**src/rtl/sflash_pkg.sv**
```systemverilog
package sflash_pkg;
    localparam logic [1:0] OPC_READ  = 2'd0;
    localparam logic [1:0] OPC_WRITE = 2'd1;
    localparam logic [1:0] OPC_ERASE = 2'd2;

    localparam logic [7:0] CB_READ    = 8'hFF;
    localparam logic [7:0] CB_PROG    = 8'h10;
    localparam logic [7:0] CB_ERASE   = 8'h20;
    localparam logic [7:0] CB_CONFIRM = 8'hD0;
    localparam logic [7:0] CB_STATUS  = 8'h9F;
    localparam logic [7:0] CB_ABORT   = 8'hFF;

    typedef enum logic [2:0] {
        ST_IDLE  = 3'd0,
        ST_SETUP = 3'd1,
        ST_SHIFT = 3'd2,
        ST_HOLD  = 3'd3,
        ST_GAP   = 3'd4
    } host_st_e;

    typedef enum logic [1:0] {
        PH_CMD   = 2'd0,
        PH_POLL  = 2'd1,
        PH_ABORT = 2'd2
    } host_ph_e;
endpackage

```
**src/rtl/sflash_byte_io.sv**
```systemverilog
module sflash_byte_io #(
    parameter int CLK_DIV = 5
) (
    input  logic       clk,
    input  logic       rst_n,
    input  logic       start,
    input  logic [7:0] tx,
    input  logic       miso,
    output logic       sck,
    output logic       mosi,
    output logic [7:0] rx,
    output logic       done
);
    localparam int DW = (CLK_DIV > 1) ? $clog2(CLK_DIV) : 1;

    typedef struct packed {
        logic          active;
        logic          sck;
        logic [2:0]    bitc;
        logic [DW-1:0] div;
        logic [7:0]    sreg;
        logic [7:0]    rx;
        logic          done;
    } io_t;

    io_t q, d;

    always_comb begin
        d = q;
        d.done = 1'b0;
        if (start && !q.active) begin
            d.active = 1'b1;
            d.sreg   = tx;
            d.bitc   = 3'd0;
            d.sck    = 1'b0;
            d.div    = DW'(CLK_DIV - 1);
        end else if (q.active) begin
            if (q.div == '0) begin
                d.div = DW'(CLK_DIV - 1);
                if (!q.sck) begin
                    d.sck = 1'b1;
                    d.rx  = {q.rx[6:0], miso};
                end else begin
                    d.sck = 1'b0;
                    if (q.bitc == 3'd7) begin
                        d.active = 1'b0;
                        d.done   = 1'b1;
                    end else begin
                        d.bitc = q.bitc + 3'd1;
                        d.sreg = {q.sreg[6:0], 1'b0};
                    end
                end
            end else begin
                d.div = q.div - DW'(1);
            end
        end
    end

    always_ff @(posedge clk or negedge rst_n) begin
        if (!rst_n) q <= '0;
        else        q <= d;
    end

    assign sck  = q.sck;
    assign mosi = q.sreg[7];
    assign rx   = q.rx;
    assign done = q.done;
endmodule

```
**src/rtl/sflash_frame_byte.sv**
```systemverilog
module sflash_frame_byte
    import sflash_pkg::*;
#(
    parameter int IW = 11
) (
    input  host_ph_e      ph,
    input  logic [1:0]    op,
    input  logic [IW-1:0] idx,
    input  logic [23:0]   addr,
    input  logic [7:0]    data,
    output logic [7:0]    tx
);
    always_comb begin
        tx = 8'h00;
        unique case (ph)
            PH_POLL:  tx = (idx == '0) ? CB_STATUS : 8'h00;
            PH_ABORT: tx = CB_ABORT;
            default: begin
                if (op == OPC_ERASE) begin
                    case (idx)
                        IW'(0): tx = CB_ERASE;
                        IW'(1): tx = addr[23:16];
                        IW'(2): tx = addr[15:8];
                        IW'(4): tx = CB_CONFIRM;
                        default: tx = 8'h00;
                    endcase
                end else begin
                    case (idx)
                        IW'(0): tx = (op == OPC_WRITE) ? CB_PROG : CB_READ;
                        IW'(1): tx = addr[23:16];
                        IW'(2): tx = addr[15:8];
                        IW'(3): tx = addr[7:0];
                        IW'(4): tx = (op == OPC_WRITE) ? data : 8'h00;
                        default: tx = 8'h00;
                    endcase
                end
            end
        endcase
    end
endmodule

```
**src/rtl/sflash_host.sv**
```systemverilog
module sflash_host
    import sflash_pkg::*;
#(
    parameter int CLK_DIV      = 5,
    parameter int CS_IDLE_CYC  = 25,
    parameter int CS_SETUP_CYC = 40,
    parameter int POLL_LIMIT   = 200,
    parameter int LEN_W        = 8
) (
    input  logic             clk,
    input  logic             rst_n,
    input  logic             req_valid,
    output logic             req_ready,
    input  logic [1:0]       req_op,
    input  logic [23:0]      req_addr,
    input  logic [7:0]       req_data,
    input  logic [LEN_W-1:0] req_len,
    output logic [7:0]       rd_data,
    output logic             rd_valid,
    output logic             done,
    output logic             err,
    output logic             spi_cs_n,
    output logic             spi_sck,
    output logic             spi_mosi,
    input  logic             spi_miso
);
    localparam int IW    = LEN_W + 3;
    localparam int TMAX  = (CS_IDLE_CYC > CS_SETUP_CYC) ? CS_IDLE_CYC : CS_SETUP_CYC;
    localparam int TW    = $clog2(TMAX + 1);
    localparam int PW    = $clog2(POLL_LIMIT + 1);
    localparam int HDR_N = 6;

    typedef struct packed {
        host_st_e         st;
        host_ph_e         ph;
        logic [1:0]       op;
        logic [23:0]      addr;
        logic [7:0]       data;
        logic [LEN_W-1:0] len;
        logic [IW-1:0]    idx;
        logic [TW-1:0]    tmr;
        logic [PW-1:0]    pcnt;
        logic             tmout;
        logic             cs_n;
        logic             kick;
        logic [7:0]       rd_data;
        logic             rd_valid;
        logic             done;
        logic             err;
    } host_t;

    host_t q, d;

    logic [7:0] tx_byte, rx_byte;
    logic       byte_done;
    logic       is_read;
    logic [IW-1:0] last_rd;

    sflash_frame_byte #(.IW(IW)) u_frame (
        .ph(q.ph), .op(q.op), .idx(q.idx), .addr(q.addr), .data(q.data), .tx(tx_byte)
    );

    sflash_byte_io #(.CLK_DIV(CLK_DIV)) u_io (
        .clk(clk), .rst_n(rst_n), .start(q.kick), .tx(tx_byte), .miso(spi_miso),
        .sck(spi_sck), .mosi(spi_mosi), .rx(rx_byte), .done(byte_done)
    );

    assign is_read = (q.op != OPC_WRITE) && (q.op != OPC_ERASE);
    assign last_rd = IW'(HDR_N - 1) + IW'(q.len);

    always_comb begin
        d = q;
        d.kick     = 1'b0;
        d.rd_valid = 1'b0;
        d.done     = 1'b0;
        d.err      = 1'b0;
        unique case (q.st)
            ST_IDLE: begin
                if (req_valid) begin
                    d.op    = req_op;
                    d.addr  = req_addr;
                    d.data  = req_data;
                    d.len   = req_len;
                    d.ph    = PH_CMD;
                    d.idx   = '0;
                    d.tmout = 1'b0;
                    d.cs_n  = 1'b0;
                    d.tmr   = TW'(CS_SETUP_CYC - 1);
                    d.st    = ST_SETUP;
                end
            end
            ST_SETUP: begin
                if (q.tmr == '0) begin
                    d.kick = 1'b1;
                    d.st   = ST_SHIFT;
                end else begin
                    d.tmr = q.tmr - TW'(1);
                end
            end
            ST_SHIFT: begin
                if (byte_done) begin
                    d.tmr = TW'(CS_SETUP_CYC - 1);
                    unique case (q.ph)
                        PH_CMD: begin
                            if (is_read && q.idx >= IW'(HDR_N)) begin
                                d.rd_data  = rx_byte;
                                d.rd_valid = 1'b1;
                            end
                            if (q.idx == (is_read ? last_rd : IW'(HDR_N - 1))) begin
                                d.st = ST_HOLD;
                            end else begin
                                d.idx  = q.idx + IW'(1);
                                d.kick = 1'b1;
                            end
                        end
                        PH_POLL: begin
                            if (q.idx == '0) begin
                                d.idx  = IW'(1);
                                d.kick = 1'b1;
                            end else if (rx_byte[0]) begin
                                d.st = ST_HOLD;
                            end else if (q.pcnt == PW'(POLL_LIMIT - 1)) begin
                                d.tmout = 1'b1;
                                d.st    = ST_HOLD;
                            end else begin
                                d.pcnt = q.pcnt + PW'(1);
                                d.kick = 1'b1;
                            end
                        end
                        default: d.st = ST_HOLD;
                    endcase
                end
            end
            ST_HOLD: begin
                if (q.tmr == '0) begin
                    d.cs_n = 1'b1;
                    d.tmr  = TW'(CS_IDLE_CYC - 1);
                    d.st   = ST_GAP;
                end else begin
                    d.tmr = q.tmr - TW'(1);
                end
            end
            default: begin
                if (q.tmr != '0) begin
                    d.tmr = q.tmr - TW'(1);
                end else if ((q.ph == PH_CMD && !is_read) || (q.ph == PH_POLL && q.tmout)) begin
                    d.ph   = (q.ph == PH_CMD) ? PH_POLL : PH_ABORT;
                    d.idx  = '0;
                    d.pcnt = '0;
                    d.cs_n = 1'b0;
                    d.tmr  = TW'(CS_SETUP_CYC - 1);
                    d.st   = ST_SETUP;
                end else begin
                    d.done = 1'b1;
                    d.err  = (q.ph == PH_ABORT);
                    d.st   = ST_IDLE;
                end
            end
        endcase
    end

    always_ff @(posedge clk or negedge rst_n) begin
        if (!rst_n) begin
            q      <= '0;
            q.cs_n <= 1'b1;
        end else begin
            q <= d;
        end
    end

    assign req_ready = (q.st == ST_IDLE);
    assign rd_data   = q.rd_data;
    assign rd_valid  = q.rd_valid;
    assign done      = q.done;
    assign err       = q.err;
    assign spi_cs_n  = q.cs_n;
endmodule

```
**config.mk**
```make
export PLATFORM = sky130hd
export DESIGN_NAME = sflash_host
export DESIGN_NICKNAME = d
export VERILOG_FILES = /design/src/rtl/sflash_pkg.sv /design/src/rtl/sflash_byte_io.sv /design/src/rtl/sflash_frame_byte.sv /design/src/rtl/sflash_host.sv
export SDC_FILE = /design/constraint.sdc
export NUM_CORES = 1
export LEC_CHECK = 0
export ABC_AREA = 1
export CORE_UTILIZATION = 63
export CTS_BUF_LIST = sky130_fd_sc_hd__clkbuf_16
export DETAILED_ROUTE_END_ITERATION = 7
export PLACE_DENSITY = 0.86
export SLEW_MARGIN = 10
export SYNTH_ARGS = -nofsm -noshare
export SYNTH_HDL_FRONTEND = slang
export SYNTH_HIERARCHICAL = 1
export SYNTH_SLANG_ARGS = --single-unit
export TNS_END_PERCENT = 5
```
**constraint.sdc**
```tcl
create_clock -name clk -period 5.4 [get_ports clk]
set_input_delay 1.35 -clock clk [delete_from_list [all_inputs] [get_ports clk]]
set_output_delay 1.35 -clock clk [all_outputs]
set_load 0.02 [all_outputs]
```
==> results of run 1 <==
-- metal layers --
metal  track usage [%]  part of all wire, %  vias up
li1                  -                    -     2905
met1             37.51                   45     2710
met2             46.88                   49      152
met3             5.677                  5.0       20
met4             7.143                  1.4        0
met5                 0                    0        -
-- report_power, final --
group | internal [W] | switching, W | total (W)
combinational | 0.000534 | 0.00110 | 0.00164
sequential | 0.00110 | 0.000229 | 0.00133
clock | 0.000361 | 0.000310 | 0.000671
-- cells by family (layout without fill, tap and decap cells) --
logic type | count (synthesis) | in the layout | synth area share, %
simple gates | 578 | 578 | 40.39
xor+xnor | 6 | 6 | 0.7898
buf+inv | 125 | 161 | 9.496
fa+ha+maj | 10 | 10 | 1.880
compound gates | 68 | 68 | 5.679
flops | 111 | 111 | 41.76
-- synth_stat cells (all sizes together) --
master | count | area (um2)
dfstp | 1 | 26.28
a31oi | 3 | 18.77
clkinv | 1 | 5.000
nor2 | 72 | 381.6
o22ai | 1 | 12.51
o21ai | 42 | 214.0
nand2 | 370 | 1471
o21a | 2 | 15.01
buf | 38 | 299.0
nor3b | 1 | 7.510
a21oi | 13 | 65.06
dfrtp | 110 | 2753
a21boi | 2 | 15.02
nand4 | 20 | 137.6
clkbuf | 3 | 11.26
o31ai | 3 | 22.52
nor4 | 2 | 42.54
xnor2 | 4 | 35.03
nand3 | 95 | 523.0
inv | 83 | 316.5
and3 | 1 | 6.260
nand3b | 1 | 11.26
or2 | 4 | 25.02
o21bai | 2 | 15.01
ha | 10 | 125.1
xor2 | 2 | 17.52
nor3 | 12 | 81.33
-- sequential cells by signal, summed over array words and instances (netlist names) --
signal     count
u_io/done      1
u_io/mosi      1
q             74
u_io/q        14
u_io/sck       1
rd_valid       1
rd_data        8
u_io/rx        8
err            1
spi_cs_n       1
done           1
-- worst max-delay path: cells and delay by family, from the launching register on --
kind          cells  cell delay (ps)
buf+inv           2              780
flops             1              460
simple gates      2              280
-- worst max path at each step --
| stage | from | end | slack [ps] | depth (start not counted) |
|---|---|---|---|---|
| after detailed placement | req_valid | q[28]$_DFFE_PN0P_ | 2210 | 10 |
| final | q[85]$_DFFE_PN0P_ | req_ready | 2170 | 4 |
| after CTS | q[85]$_DFFE_PN0P_ | req_ready | 2160 | 4 |
| after floorplan | req_valid | q[36]$_DFFE_PN0P_ | 3030 | 10 |
| after global routing | q[85]$_DFFE_PN0P_ | req_ready | 2080 | 4 |
| after global placement | req_valid | q[28]$_DFFE_PN0P_ | 2270 | 10 |
-- per-stage QoR --
step	setup WS, ps	total power [W]	hold WS (ps)	cells
2_1_floorplan	3034	0.002667	434.9	898
3_3_place_gp	2272	0.002903	452.0	1055
3_5_place_dp	2211	0.002951	457.3	1055
4_1_cts	2162	0.003638	468.4	1070
5_1_grt	2079	0.003951	495.6	1070
6_report	2173	0.003634	465.7	1070
-- final cells by class --
type	count	share of cell area, %
clock buffers	9	3.035
clock inverters	6	0.9273
inverters	84	4.333
multi-input cells	662	43.70
flip-flops and latches	111	37.45
well taps	136	2.293
repair buffers	62	8.262
==> flow_summary_export.csv, run 1 <==
group,metric,value,unit
place,place_area,7127,um2
pwr,powerDensity,489.7,nW/um2
sta,hold_violations,0,
yosys,ys_warn_count,6,
yosys,synth_cell_types,44,
die,dieWidth,104.8,um
clocking,cts_tree,"done",
clocking,cts_sinks,111,
global_routing,grt_usage,28.08,%
clocking,cts.root.buffer_cell,"clkbuf_16",
global_routing,antenna_found_initial,0,
die,core,10280,um2
min_path,hold_class,"reg2reg",
layout,seq_area,2779,um2
setup_path,crit_chain,"inv_2, nand2_4, nor2_2, clkdlybuf4s50_1",
setup_path,timing.rr.end,"q[30]$_DFFE_PN0P_",
yosys,netlist_area,6654,um2
setup_path,critical_path_arrival,1880,ps
sta,max-slew-margin-rel,38.14,%
detailed_routing,routed_wl,14.43,mm
sta,finalCritPeriodShare,59.76,%
clocking,cts_resized,0,
setup_path,slowest_delay,650,ps
clocking,worstSkewPairLatency,350,ps
pwr,vdd_drop_max,362.1,uV
min_path,min_to,"spi_cs_n$_DFFE_PN1P_",
place,dp_hpwl,9.961,mm
sta,report.final.slew_viol_count,0,
sta,rsz0062_at_grt,"false",
setup_path,critPathMaxFanout,6,
yosys,syn_area_per_cell,7.410,um2
die,io-pin-count,61,
layout,layout-drive-gt1-share,11.13,%
detailed_routing,vias_per_cell,5.408,
global_routing,grt_first_pass_wirelength,24.83,mm
yosys,synth_fp_nets,954,
setup_path,reg2regPathDepth,11,
layout,fillers,856,
clocking,post_cts_buffers,0,
sta,tightestPinTransition,928.0,ps
layout,layout_commonest_cell,"nand2_1",
sta,fmax,309.9,MHz
clocking,cts_inserted_buffers,9,
detailed_routing,vias,5787,
sta,setup_viol,0,
run,cap_violations,0,
global_routing,grt_pass1_vias,5408,
setup_path,cp.required,4050,ps
clocking,ctsHoldBuffers,0,
sta,finalCriticalPeriod,3227,ps
layout,final_cell_mix,"nand2_1 (343), dfrtp_1 (110), nand3_1 (90)",
clocking,clock_path_buffers,2,
detailed_routing,wire_per_inst,13.49,um
die,start_util,64.74,%
setup_path,slowest_stage,"clkdlybuf4s50_1",
layout,antenna_cells,0,
yosys,syn_inst,898,
pwr,leakage,3.727,nW
detailed_routing,drc,0,
yosys,yosysSeqAreaShare,41.76,%
global_routing,grt_max_degree,78,
detailed_routing,first_pass_iters,5,
detailed_routing,drtAntennaViolNets,0,
global_routing,gr-total-overflow,0,
die,chipHeight,104.8,um
die,row_count,37,
yosys,ys_seq_elements,111,
sta,setup_tns,0,ps
setup_path,end_kind,"output pin",
place,gp_congestion,0.8644,
setup_path,timing.rr.start,"q[22]$_DFFE_PN0P_",
layout,multi_input_area,3243,um2
sta,skew,5.533,ps
clocking,htreeDepth,3,
status,status,"finished, final reports clean",
place,io_buffers,60,
layout,fin_nets,986,
layout,utilization,72.21,%
clocking,cts.reportedPaths.clkPinSlew,70,ps
setup_path,start_kind,"flop",
die,dieArea,10980,um2
min_path,hp-start,"spi_cs_n$_DFFE_PN1P_",
layout,area_growth,11.53,%
setup_path,crit_type,"reg2out",
detailed_routing,drtIter0Drc,382,
setup_path,regToRegSetupSlack,3070,ps
layout,stdcell_area,7421,um2
min_path,hold_depth,2,
No activity file was read; power rests on OpenSTA's default activity.
==> run 2: changes to the inputs <==
--- a/config.mk
+++ b/config.mk
@@ -6,10 +6,10 @@
 export NUM_CORES = 1
 export LEC_CHECK = 0
 export ABC_AREA = 1
-export CORE_UTILIZATION = 63
+export CORE_UTILIZATION = 53
 export CTS_BUF_LIST = sky130_fd_sc_hd__clkbuf_16
 export DETAILED_ROUTE_END_ITERATION = 7
-export PLACE_DENSITY = 0.86
+export PLACE_DENSITY = 0.77
 export SLEW_MARGIN = 10
 export SYNTH_ARGS = -nofsm -noshare
 export SYNTH_HDL_FRONTEND = slang
==> constraint.sdc (replaced) <==
create_clock -name clk -period 2.95 [get_ports clk]
set_input_delay 0.7375 -clock clk [delete_from_list [all_inputs] [get_ports clk]]
set_output_delay 0.7375 -clock clk [all_outputs]
set_load 0.02 [all_outputs]
==> run 2 against run 1 <==
Against the previous run: register-to-register slack worse by 2500 ps; count of clock-buffer cells in the layout stayed put; clock skew is 3.6 ps higher; wire length is 2.2% lower; final area is 1.3% higher; clock power is 91% higher; via count is 1.5% lower; final cell count is 3.3% higher; global-route usage is 4.4 points lower; sequential share of layout area is 0.49 points lower; core utilization is 10 points lower; combinational power is 82% higher.
==> flow_summary_export.csv, run 2 (same netlist as run 1, synthesis figures left out) <==
group,metric,value,unit
global_routing,grtUsageMet1,32.32,%
sta,finalCritPeriodShare,88.87,%
detailed_routing,first_pass_iters,5,
setup_path,crit_chain,"inv_2, nand2_4, nor2_2, clkdlybuf4s50_1",
clocking,worstSkewPairLatency,360,ps
die,dieArea,13010,um2
min_path,hold_class,"in2async",
setup_path,slowest_stage,"clkdlybuf4s50_1",
layout,layout-drive-gt1-share,11.42,%
clocking,cts.root.buffer_cell,"clkbuf_16",
layout,top_regs,"q: 74 flops, u_io/q: 14 flops",
die,io-pin-count,61,
clocking,cts_inserted_buffers,9,
setup_path,crit_type,"reg2out",
detailed_routing,vias_per_cell,5.160,
setup_path,path_buf_inv,2,
setup_path,critical_path_arrival,1880,ps
global_routing,grt_max_degree,54,
layout,final_cell_mix,"nand2_1 (343), dfrtp_1 (110), nand3_1 (90)",
die,dieWidth,114.0,um
setup_path,cp_top_family,"buffers and inverters",
layout,area_growth,12.99,%
sta,tightestPinTransition,578.9,ps
clocking,ctsHoldBuffers,0,
clocking,cts_tree,"done",
setup_path,cp.required,2210,ps
setup_path,start_kind,"flop",
layout,fin_nets,988,
sta,rsz0062_at_grt,"false",
setup_path,crit_start,"q[85]$_DFFE_PN0P_",
sta,max-slew-margin-rel,61.35,%
clocking,cts.reportedPaths.clkPinSlew,80,ps
sta,setup_viol,0,
place,io_buffers,60,
layout,antenna_cells,0,
global_routing,grt_usage,23.68,%
die,start_util,54.94,%
pwr,vdd_drop_max,551.5,uV
layout,largest_register_ffs,74,
sta,setup_tns,0,ps
sta,skew,9.102,ps
global_routing,gr-total-overflow,0,
detailed_routing,drtAntennaViolNets,0,
setup_path,slowest_delay,650,ps
sta,finalCriticalPeriod,2622,ps
global_routing,antenna_found_initial,0,
layout,fillers,1122,
layout,fin_cells,1105,
layout,layout_commonest_cell,"nand2_1",
die,chipHeight,114.0,um
die,row_count,40,
setup_path,end_kind,"output pin",
clocking,clock_path_buffers,2,
global_routing,top_usage_layer,"met2",
setup_path,timing.rr.start,"q[80]$_DFFE_PN0P_",
detailed_routing,wire_per_inst,12.77,um
sta,report.final.slew_viol_count,0,
pwr,leakage,3.753,nW
sta,hold_violations,0,
global_routing,grt_first_pass_wirelength,24.60,mm
die,core,12110,um2
global_routing,grt_use_met3,4.835,%
setup_path,critPathMaxFanout,6,
pwr,p_total,0.006698,W
place,post-place-cells,1089,
clocking,cts_sinks,111,
detailed_routing,drtIter0Drc,350,
place,gp_congestion,0.8833,
layout,multi_input_area,3243,um2
clocking,htreeDepth,3,
detailed_routing,vias,5702,
layout,regMostFlops,"q",
detailed_routing,routed_wl,14.11,mm
pwr,powerDensity,890.8,nW/um2
run,cap_violations,0,
sta,fmax,381.5,MHz
detailed_routing,drc,0,
clocking,post_cts_buffers,0,
layout,seq_area,2779,um2
place,dp_hpwl,10.12,mm
global_routing,grt_use_met2,38.38,%
status,status,"finished, final reports clean",
clocking,cts_resized,0,
global_routing,grt_pass1_vias,5375,
## run 2: layout make-up
| type | instances | share of cell area (%) |
|---|---|---|
| multi-input combinational | 662 | 43.14 |
| timing repair buffer | 64 | 8.687 |
| inverter | 84 | 4.277 |
| clock inverter | 7 | 1.148 |
| clock buffer | 9 | 2.996 |
| sequential | 111 | 36.96 |
| tap | 168 | 2.796 |
## run 2: routing by layer
| layer | share of wire, % | up-vias | wire (um) |
|---|---|---|---|
| li1 | - | 2909 | - |
| met1 | 47 | 2661 | 6641 |
| met2 | 48 | 116 | 6722 |
| met3 | 3.8 | 16 | 539 |
| met4 | 1.5 | 0 | 209 |
| met5 | 0 | - | 0 |
## run 2: worst reg2reg max path, delay by kind of cell (launching register included)
family          cells  cell delay, ps
compound gates      1             170
buf+inv             2             240
flops               1             430
simple gates       10            1430
## run 2: path summary, 6_finish.rpt
kind | to | slack [ps] | cells past startpoint
max | req_ready | 330 | 4
min | q[54]$_DFFE_PN0P_ | 330 | 1
max reg2reg | q[28]$_DFFE_PN0P_ | 610 | 13
min reg2reg | spi_cs_n$_DFFE_PN1P_ | 460 | 2
max in group asynchronous | spi_cs_n$_DFFE_PN1P_ | 1870 | 2
min in group clk | spi_cs_n$_DFFE_PN1P_ | 460 | 2
## run 2: power by group
group	switching (W)	total, W	internal [W]	leakage [nW]
sequential	0.000423	0.00243	0.00201	1.44
combinational	0.00198	0.00298	0.00101	2.16
clock	0.000601	0.00128	0.000679	0.150
total	0.00300	0.00670	0.00370	3.75
## run 2: metrics by stage
step | hold WS (ps) | util (%) | worst slack [ps] | instance area [um2]
2_1_floorplan | 434.9 | - | 1138 | 6654
3_3_place_gp | 455.1 | 59.50 | 631.3 | 7207
3_5_place_dp | 455.0 | 59.50 | 590.9 | 7207
4_1_cts | 341.6 | 62.08 | 303.3 | 7518
5_1_grt | 360.4 | 62.08 | 235.0 | 7518
6_report | 330.5 | 62.08 | 328.5 | 7518
==> run 3: changes to the inputs <==
==> constraint.sdc (replaced) <==
create_clock -name clk -period 2.95 [get_ports clk]
set_input_delay 0.7375 -clock clk [delete_from_list [all_inputs] [get_ports clk]]
set_output_delay 0.7375 -clock clk [all_outputs]
set_load 0.05 [all_outputs]
==> run 3 against run 2 <==
Against the previous run: core utilization hardly changed; global-route usage hardly changed; sequential share of layout area hardly changed; final cell count hardly changed; die area stayed put; highest routed layer unchanged.
==> flow_summary_export.csv, run 3 (same netlist as run 1, synthesis figures left out) <==
group,metric,value,unit
status,status,"finished, final reports clean",
setup_path,critical_path_arrival,2060,ps
layout,area_growth,13.03,%
place,io_buffers,60,
global_routing,grt_pass1_vias,5387,
detailed_routing,first_pass_iters,5,
sta,fmax,357.2,MHz
global_routing,grtUsageMet1,31.51,%
sta,rsz0062_at_grt,"false",
sta,hold_violations,0,
sta,setup_viol,0,
layout,final_cell_mix,"nand2_1 (343), dfrtp_1 (110), nand3_1 (90)",
detailed_routing,drtAntennaViolNets,0,
die,io-pin-count,61,
global_routing,grt_max_degree,51,
place,place_ws,537.2,ps
detailed_routing,routed_wl,14.01,mm
min_path,hold_class,"in2async",
clocking,cts_inserted_buffers,9,
layout,regMostFlops,"q",
clocking,clock_path_buffers,2,
global_routing,gr-total-overflow,0,
layout,fin_nets,989,
detailed_routing,wire_per_inst,12.67,um
setup_path,cp.required,2210,ps
die,dieArea,13010,um2
layout,top_regs,"q: 74 flops, u_io/q: 14 flops",
global_routing,antenna_found_initial,0,
sta,finalCriticalPeriod,2799,ps
die,dieWidth,114.0,um
place,dp_hpwl,10.22,mm
run,cap_violations,0,
setup_path,end_kind,"output pin",
die,core,12110,um2
clocking,cts.reportedPaths.clkPinSlew,70,ps
sta,report.final.slew_viol_count,0,
pwr,powerDensity,894.8,nW/um2
layout,largest_register_ffs,74,
clocking,cts_sinks,111,
detailed_routing,drtIter0Drc,358,
global_routing,grt_use_met2,39.03,%
die,row_count,40,
clocking,cts_resized,0,
layout,antenna_cells,0,
setup_path,crit_type,"reg2out",
setup_path,critPathMaxFanout,6,
sta,tightestPinTransition,576.0,ps
clocking,htreeDepth,3,
place,post-place-cells,1090,
detailed_routing,vias_per_cell,5.111,
clocking,cts.root.buffer_cell,"clkbuf_16",
layout,layout_commonest_cell,"nand2_1",
detailed_routing,drc,0,
sta,finalCritPeriodShare,94.89,%
die,start_util,54.94,%
detailed_routing,vias,5653,
setup_path,reg2regPathDepth,13,
setup_path,start_kind,"flop",
sta,skew,7.566,ps
global_routing,grt_use_met3,5.313,%
setup_path,timing.rr.start,"q[80]$_DFFE_PN0P_",
place,place_area,7214,um2
pwr,leakage,3.748,nW
layout,utilization,62.10,%
place,gp_congestion,0.8673,
global_routing,grt_first_pass_wirelength,24.56,mm
pwr,vdd_drop_max,792.6,uV
layout,fin_cells,1106,
sta,max-slew-margin-rel,61.54,%
global_routing,top_usage_layer,"met2",
setup_path,regToRegSetupSlack,570,ps
layout,stdcell_area,7521,um2
die,chipHeight,114.0,um
global_routing,grt_usage,23.66,%
clocking,worstSkewPairLatency,360,ps
sta,finalWorstSetupSlack,150.6,ps
sta,setup_tns,0,ps
layout,layout-drive-gt1-share,11.51,%
clocking,post_cts_buffers,0,
clocking,cts_tree,"done",
clocking,ctsHoldBuffers,0,
setup_path,timing.rr.end,"q[31]$_DFFE_PN0P_",
[run 3: cell count changes in the layout (fill, tap and decap cells not counted), sizes merged]
cell      previous run  this run
clkinvlp             1         3
inv                 87        85
buf                  5         6
[run 3: critical path: stages (launching register included)]
cell and delay, ps:
dfrtp_1 450, inv_2 120, nand2_4 70, nor2_2 210
clkdlybuf4s50_1 850
[run 3: where the power goes]
| group | total [W] | switching [W] | internal (W) |
|---|---|---|---|
| Clock | 0.00125 | 0.000584 | 0.000669 |
| Combinational | 0.00304 | 0.00203 | 0.00101 |
| Sequential | 0.00244 | 0.000427 | 0.00201 |
[run 3: worst max path at each step]
| stage | slack [ps] | startpoint | end |
|---|---|---|---|
| 2_1_floorplan | 1020 | q[85]$_DFFE_PN0P_ | q[39]$_DFFE_PN0P_ |
| 3_3_place_gp | 550 | q[85]$_DFFE_PN0P_ | req_ready |
| 3_5_place_dp | 540 | req_valid | q[35]$_DFFE_PN0P_ |
| 4_1_cts | 140 | q[85]$_DFFE_PN0P_ | req_ready |
| 5_1_grt | 50 | q[85]$_DFFE_PN0P_ | req_ready |
| 6_report | 150 | q[85]$_DFFE_PN0P_ | req_ready |
[run 3: final cells by class]
cell class              instances  area, um2
fillers                      1124       4591
multi-input cells             662       3243
flip-flops and latches        111       2779
repair buffers                 65      660.6
inverters                      84      321.6
clock buffers                   9      225.2
well taps                     168      210.2
clock inverters                 7      81.33
[run 3: through the flow]
stage / hold WS, ps / power, W
floorplan: 434.9 / 0.004930
global placement: 454.6 / 0.005430
detailed placement: 459.0 / 0.005494
CTS: 202.2 / 0.006782
global route: 198.5 / 0.007339
finish: 210.5 / 0.006730
[run 3: per-layer routing]
metal	part of all wire, %	vias up
met5	0	-
met4	1.3	0
met3	4.0	16
met2	48	97
met1	47	2634
li1	-	2906
